## config.mk

```make
export PLATFORM = sky130hd
export DESIGN_NAME = cmd_stream_decoder
export DESIGN_NICKNAME = d
export VERILOG_FILES = /design/src/rtl/cmd_dec_pkg.sv /design/src/rtl/hdr_decode.sv /design/src/rtl/lowbit_find.sv /design/src/rtl/port_route.sv /design/src/rtl/out_stage.sv /design/src/rtl/cmd_stream_decoder.sv
export SDC_FILE = /design/constraint.sdc
export NUM_CORES = 1
export LEC_CHECK = 0
export ABC_AREA = 1
export ABC_CLOCK_PERIOD_IN_PS = 3600
export BUFFER_PORTS_ARGS = -buffer_cell sky130_fd_sc_hd__buf_2
export CORE_MARGIN = 2
export CORE_UTILIZATION = 51
export CTS_BUF_LIST = sky130_fd_sc_hd__clkbuf_8
export DETAILED_ROUTE_END_ITERATION = 10
export HOLD_SLACK_MARGIN = 0.12
export PLACE_DENSITY = 0.7
export SLEW_MARGIN = 5
export SYNTH_ARGS = -nofsm -noshare
export SYNTH_HDL_FRONTEND = slang
export SYNTH_HIERARCHICAL = 1
export SYNTH_SLANG_ARGS = --single-unit
```

## constraint.sdc

```tcl
create_clock -name clk -period 3.6 [get_ports clk]
set_input_delay 0.36 -clock clk [delete_from_list [all_inputs] [get_ports clk]]
set_output_delay 0.36 -clock clk [all_outputs]
set_load 0.01 [all_outputs]
```

## src/rtl/cmd_dec_pkg.sv

```systemverilog
package cmd_dec_pkg;
  localparam int WORD_W    = 32;
  localparam int MODE_W    = 4;
  localparam int OFF_W     = 12;
  localparam int VAL_W     = 16;
  localparam int CLS_W     = 10;
  localparam int SC_MASK_W = 6;
  localparam int IMM_W     = 12;
  localparam int OFF_LSB   = VAL_W;
  localparam int MODE_LSB  = VAL_W + OFF_W;

  typedef enum logic [MODE_W-1:0] {
    MODE_SETCLS = 4'd0,
    MODE_INCR   = 4'd1,
    MODE_FIXED  = 4'd2,
    MODE_MASKED = 4'd3,
    MODE_IMM    = 4'd4
  } hdr_mode_e;
endpackage

```

## src/rtl/hdr_decode.sv

```systemverilog
module hdr_decode
  import cmd_dec_pkg::*;
(
  input  logic [WORD_W-1:0] word,
  output logic [OFF_W-1:0]  off,
  output logic [VAL_W-1:0]  val,
  output logic              is_setcls,
  output logic              is_incr,
  output logic              is_fixed,
  output logic              is_masked,
  output logic              is_imm,
  output logic              known
);
  hdr_mode_e mode;

  assign mode = hdr_mode_e'(word[MODE_LSB +: MODE_W]);
  assign off  = word[OFF_LSB +: OFF_W];
  assign val  = word[0 +: VAL_W];

  always_comb begin
    is_setcls = 1'b0;
    is_incr   = 1'b0;
    is_fixed  = 1'b0;
    is_masked = 1'b0;
    is_imm    = 1'b0;
    case (mode)
      MODE_SETCLS: is_setcls = 1'b1;
      MODE_INCR:   is_incr   = 1'b1;
      MODE_FIXED:  is_fixed  = 1'b1;
      MODE_MASKED: is_masked = 1'b1;
      MODE_IMM:    is_imm    = 1'b1;
      default:     ;
    endcase
  end

  assign known = is_setcls | is_incr | is_fixed | is_masked | is_imm;
endmodule

```

## src/rtl/lowbit_find.sv

```systemverilog
module lowbit_find #(
  parameter int W = 16,
  localparam int IDX_W = (W > 1) ? $clog2(W) : 1
)(
  input  logic [W-1:0]     vec,
  output logic [W-1:0]     hot,
  output logic [IDX_W-1:0] idx
);
  // scan from the top so the lowest set bit wins
  always_comb begin
    idx = '0;
    for (int i = W - 1; i >= 0; i--) begin
      if (vec[i]) idx = IDX_W'(i);
    end
  end

  assign hot = vec & (~vec + W'(1));
endmodule

```

## src/rtl/port_route.sv

```systemverilog
module port_route #(
  parameter int NUM_PORTS = 3,
  parameter int CLS_W = 10,
  parameter logic [NUM_PORTS*CLS_W-1:0] PORT_CLASSES = '0
)(
  input  logic [CLS_W-1:0]     cls,
  output logic [NUM_PORTS-1:0] sel
);
  for (genvar p = 0; p < NUM_PORTS; p++) begin : g_port
    assign sel[p] = (cls == PORT_CLASSES[p*CLS_W +: CLS_W]);
  end
endmodule

```

## src/rtl/out_stage.sv

```systemverilog
module out_stage
  import cmd_dec_pkg::*;
#(
  parameter int NUM_PORTS = 3
)(
  input  logic                 clk,
  input  logic                 rst_n,
  input  logic                 advance,
  input  logic                 load,
  input  logic [CLS_W-1:0]     cls_in,
  input  logic [OFF_W-1:0]     off_in,
  input  logic [WORD_W-1:0]    data_in,
  input  logic [NUM_PORTS-1:0] port_in,
  output logic                 valid,
  output logic [CLS_W-1:0]     cls_out,
  output logic [OFF_W-1:0]     off_out,
  output logic [WORD_W-1:0]    data_out,
  output logic [NUM_PORTS-1:0] port_out
);
  always_ff @(posedge clk) begin
    if (!rst_n) begin
      valid    <= 1'b0;
      cls_out  <= '0;
      off_out  <= '0;
      data_out <= '0;
      port_out <= '0;
    end else if (advance) begin
      valid <= load;
      if (load) begin
        cls_out  <= cls_in;
        off_out  <= off_in;
        data_out <= data_in;
        port_out <= port_in;
      end
    end
  end
endmodule

```

## src/rtl/cmd_stream_decoder.sv

```systemverilog
module cmd_stream_decoder
  import cmd_dec_pkg::*;
#(
  parameter int NUM_PORTS = 3,
  parameter logic [NUM_PORTS*CLS_W-1:0] PORT_CLASSES = {10'h0C0, 10'h071, 10'h005}
)(
  input  logic                 clk,
  input  logic                 rst_n,
  input  logic                 in_valid,
  input  logic [WORD_W-1:0]    in_word,
  output logic                 in_ready,
  output logic                 out_valid,
  input  logic                 out_ready,
  output logic [CLS_W-1:0]     out_class,
  output logic [OFF_W-1:0]     out_offset,
  output logic [WORD_W-1:0]    out_data,
  output logic [NUM_PORTS-1:0] out_port,
  output logic                 bad_mode
);
  localparam int MASK_W  = VAL_W;
  localparam int COUNT_W = VAL_W;
  localparam int IDX_W   = $clog2(MASK_W);

  logic [OFF_W-1:0]     h_off;
  logic [VAL_W-1:0]     h_val;
  logic                 h_setcls, h_incr, h_fixed, h_masked, h_imm, h_known;
  logic [MASK_W-1:0]    mask_q;
  logic [COUNT_W-1:0]   cnt_q;
  logic [OFF_W-1:0]     base_q;
  logic                 incr_q;
  logic [CLS_W-1:0]     class_q;
  logic                 bad_q;
  logic [MASK_W-1:0]    low_hot;
  logic [IDX_W-1:0]     low_idx;
  logic [NUM_PORTS-1:0] route_sel;
  logic                 pay_mask, pay_cnt, fire;
  logic                 wr_en, bad_word;
  logic [OFF_W-1:0]     wr_off;
  logic [WORD_W-1:0]    wr_data;

  hdr_decode u_hdr (
    .word      (in_word),
    .off       (h_off),
    .val       (h_val),
    .is_setcls (h_setcls),
    .is_incr   (h_incr),
    .is_fixed  (h_fixed),
    .is_masked (h_masked),
    .is_imm    (h_imm),
    .known     (h_known)
  );

  lowbit_find #(.W(MASK_W)) u_low (
    .vec (mask_q),
    .hot (low_hot),
    .idx (low_idx)
  );

  port_route #(
    .NUM_PORTS    (NUM_PORTS),
    .CLS_W        (CLS_W),
    .PORT_CLASSES (PORT_CLASSES)
  ) u_route (
    .cls (class_q),
    .sel (route_sel)
  );

  assign pay_mask = |mask_q;
  assign pay_cnt  = |cnt_q;
  assign in_ready = !out_valid || out_ready;
  assign fire     = in_valid && in_ready;

  // what the accepted word produces this cycle
  always_comb begin
    wr_en    = 1'b0;
    wr_off   = base_q;
    wr_data  = in_word;
    bad_word = 1'b0;
    if (pay_mask) begin
      wr_en  = 1'b1;
      wr_off = base_q + OFF_W'(low_idx);
    end else if (pay_cnt) begin
      wr_en = 1'b1;
    end else begin
      wr_off   = h_off;
      bad_word = !h_known;
      if (h_imm) begin
        wr_en   = 1'b1;
        wr_data = WORD_W'(h_val[IMM_W-1:0]);
      end
    end
  end

  always_ff @(posedge clk) begin
    if (!rst_n) begin
      mask_q  <= '0;
      cnt_q   <= '0;
      base_q  <= '0;
      incr_q  <= 1'b0;
      class_q <= '0;
      bad_q   <= 1'b0;
    end else begin
      bad_q <= fire && bad_word;
      if (fire) begin
        if (pay_mask) begin
          mask_q <= mask_q & ~low_hot;
        end else if (pay_cnt) begin
          cnt_q <= cnt_q - COUNT_W'(1);
          if (incr_q) base_q <= base_q + OFF_W'(1);
        end else begin
          if (h_setcls) begin
            mask_q  <= MASK_W'(h_val[SC_MASK_W-1:0]);
            base_q  <= h_off;
            class_q <= h_val[VAL_W-1:SC_MASK_W];
          end
          if (h_incr || h_fixed) begin
            cnt_q  <= h_val;
            base_q <= h_off;
            incr_q <= h_incr;
          end
          if (h_masked) begin
            mask_q <= h_val;
            base_q <= h_off;
          end
        end
      end
    end
  end

  assign bad_mode = bad_q;

  out_stage #(.NUM_PORTS(NUM_PORTS)) u_out (
    .clk      (clk),
    .rst_n    (rst_n),
    .advance  (in_ready),
    .load     (fire && wr_en),
    .cls_in   (class_q),
    .off_in   (wr_off),
    .data_in  (wr_data),
    .port_in  (route_sel),
    .valid    (out_valid),
    .cls_out  (out_class),
    .off_out  (out_offset),
    .data_out (out_data),
    .port_out (out_port)
  );
endmodule

```

==> out/metrics.cfg <==
[route]
firstDrtPassIters=5
drc=0
wl_per_cell_um=12.8
drt-initial-drc-count=591
wl_um=19400
drtAntennaViolNets=0
routed_via_density=4.81
num_vias=7289

[die]
fp.dieArea_um2=15800
rows=44
io_pins=96
die_h_um=126
coreArea_um2=14500
start_util_pct=52.1
die_w_um=126

[clock_network]
hold_buffers=0
clockRootBuffer=clkbuf_8
htreeDepth=4
insertion_delay_ns=0.45
cts_resized=0
cts.sinks=114
cts_setup_buffers=0
clk_pin_slew_ns=0.08
cts_buffers=17
cts_tree=yes
clk_path_buf_depth=2

[timing]
setup_violations=0
period_share_pct=77.1
clock_skew_ns=0.0106
final.setup.tns_ns=0
tightest_slew_ns=0.927
min_period_ns=2.78
hold_viol_final=0
maxSlewViolCount=0
rsz0062_at_grt=false
relSlewSlack_pct=38.2
max_clock_freq_ghz=0.360
fin_ws_ns=0.825

[worst_setup_path]
critical_path_required_ns=3.95
crit_type=reg -> reg
crit_path_max_incr_delay_ns=0.39
crit_path_end_kind=register
crit_top_cell=nand2_1
startpoint=mask_q[14]
cp.arrival_ns=3.12
slowest_stage=fa_1
reg2reg_from=mask_q[14]
crit_path_start_kind=register
cp_max_fo=5

[synth]
synth_edf_count=0
ys_async_sr_fraction_pct=0
synth_nets=1316
seq_area_frac_synth_pct=30.3
synthFlopType=dfxtp_1
synth_cell_type_count=40
synth_top_area_share_pct=30.3
yosysTopAreaCell=dfxtp_1
synth_area_um2=7540
syn_area_per_cell_um2=5.93
synth_area_leaders=dfxtp_1 30%, nand2_1 18%, nor2_1 14%, inv_1 9.1%, o21ai_0 4.0%
ys_seq_elements=114
yosysWarnings=6
synthCells=1272

[grt]
grt_pass1_wl_um=31900
track_usage_pct=24.9
grt_pass1_vias=6434
grt_max_degree=91
antenna_found_initial=0
grt_overflow=0

[pwr]
switching_power_uw=2990
pwr-share-comb_pct=51.5
seqPwrFrac_pct=29.9
intPower_uw=3330
p_leak_uw=0.00437
clkPwrFrac_pct=18.6
p_sw_share_pct=47.3
powerDensity_nw_per_um2=770
ir_drop_mv=0.486

[final_layout]
mostFrequentLayoutCells=368 x nand2_1, 277 x nor2_1, 182 x inv_1
drive_gt1_share_pct=14.9
final_cells=1515
final_common_cell=nand2_1
area_delta_synth_final_pct=8.81
diodes=0
nets=1362

[place]
hpwl_um=13700
dp.cells=1483
place_ws_ns=0.853
finalWeightedCongestion=0.947
io_buffers=95

[status]
status=finished, final reports clean

[flow_run]
max_cap_violations=0

[hold_path]
min-delay-start=in_word[17]
hp-class=in -> reg

## worst max-delay path: cells and delay by family, from the launching register on
family	cells	cell delay [ns]
adder cells (fa/ha/maj)	2	0.54
AND/OR/NAND/NOR	20	1.40
flip-flops	1	0.35
XOR/XNOR	1	0.15
buffers and inverters	3	0.23
## worst paths after layout
kind	end	slack, ns	depth (start not counted)
worst max register to register	u_out/off_out[10]	0.82	26
worst max-delay path	u_out/off_out[10]	0.82	26
worst min register to register	cnt_q[0]	0.47	2
worst min-delay path	u_out/data_out[17]	0.27	5
## stage by stage
step	util, %	area [um^2]	hold WS, ns	power [uW]
final	56.7	8210	0.267	6320
after global routing	56.7	8210	0.274	6930
after CTS	56.7	8210	0.249	6330
after detailed placement	54.0	7820	0.456	5140
after global placement	54.0	7820	0.454	5120
after floorplan	-	7540	0.439	4460
## cell families after synthesis
| group | share of synthesized area (%) |
|---|---|
| xor gates and xnor gates | 1.63 |
| DFF | 30.3 |
| AOI/OAI and AO/OA | 8.24 |
| adders and majority gates | 1.43 |
| buffers and inverters | 16.3 |
| and+or+nand+nor | 42.1 |
## per-layer routing
metal | routed length (um) | vias up | global-route usage, %
li1 | - | 3887 | -
met1 | 9120 | 3200 | 33.2
met2 | 9000 | 177 | 41.5
met3 | 949 | 25 | 3.78
met4 | 345 | 0 | 7.78
met5 | 0 | - | 0
## area by class of cell
class	count	area, um^2
clock inverters	12	108
flip-flops and latches	114	2280
multi-input cells	890	4030
inverters	190	716
fillers	1538	6270
clock buffers	20	275
well taps	184	230
repair buffers	105	563
## cell usage after synthesis (4+ instances only)
| cell | number |
|---|---|
| o21ai_0 | 60 |
| inv_2 | 6 |
| nor2_2 | 18 |
| ha_1 | 7 |
| xor2_1 | 11 |
| buf_6 | 10 |
| nand2_1 | 368 |
| a21oi_1 | 32 |
| nor4_2 | 4 |
| buf_2 | 20 |
| nand4_1 | 7 |
| clkbuf_1 | 14 |
| o21ai_1 | 5 |
| nor3_1 | 5 |
| dfxtp_1 | 114 |
| nand3_1 | 49 |
| nor2_4 | 4 |
| inv_1 | 182 |
| nor2_1 | 277 |
| nand2_2 | 8 |
| buf_4 | 33 |
| a21oi_2 | 10 |
## power groups by stage
| stage | sequential (uW) | clock [uW] | combinational [uW] |
|---|---|---|---|
| floorplan | 1970 | 0 | 2490 |
| global placement | 1910 | 0 | 3210 |
| detailed placement | 1910 | 0 | 3230 |
| CTS | 1890 | 1200 | 3250 |
| global route | 1940 | 1260 | 3740 |
| finish | 1890 | 1180 | 3260 |
## registers in the layout, indices dropped and copies added (netlist names)
| register | flops |
|---|---|
| mask_q | 16 |
| base_q | 12 |
| incr_q | 1 |
| u_out/off_out | 12 |
| u_out/cls_out | 10 |
| class_q | 10 |
| u_out/port_out | 3 |
| bad_mode | 1 |
| u_out/data_out | 32 |
| u_out/valid | 1 |
| cnt_q | 16 |
(Power assumes the default switching activity.)
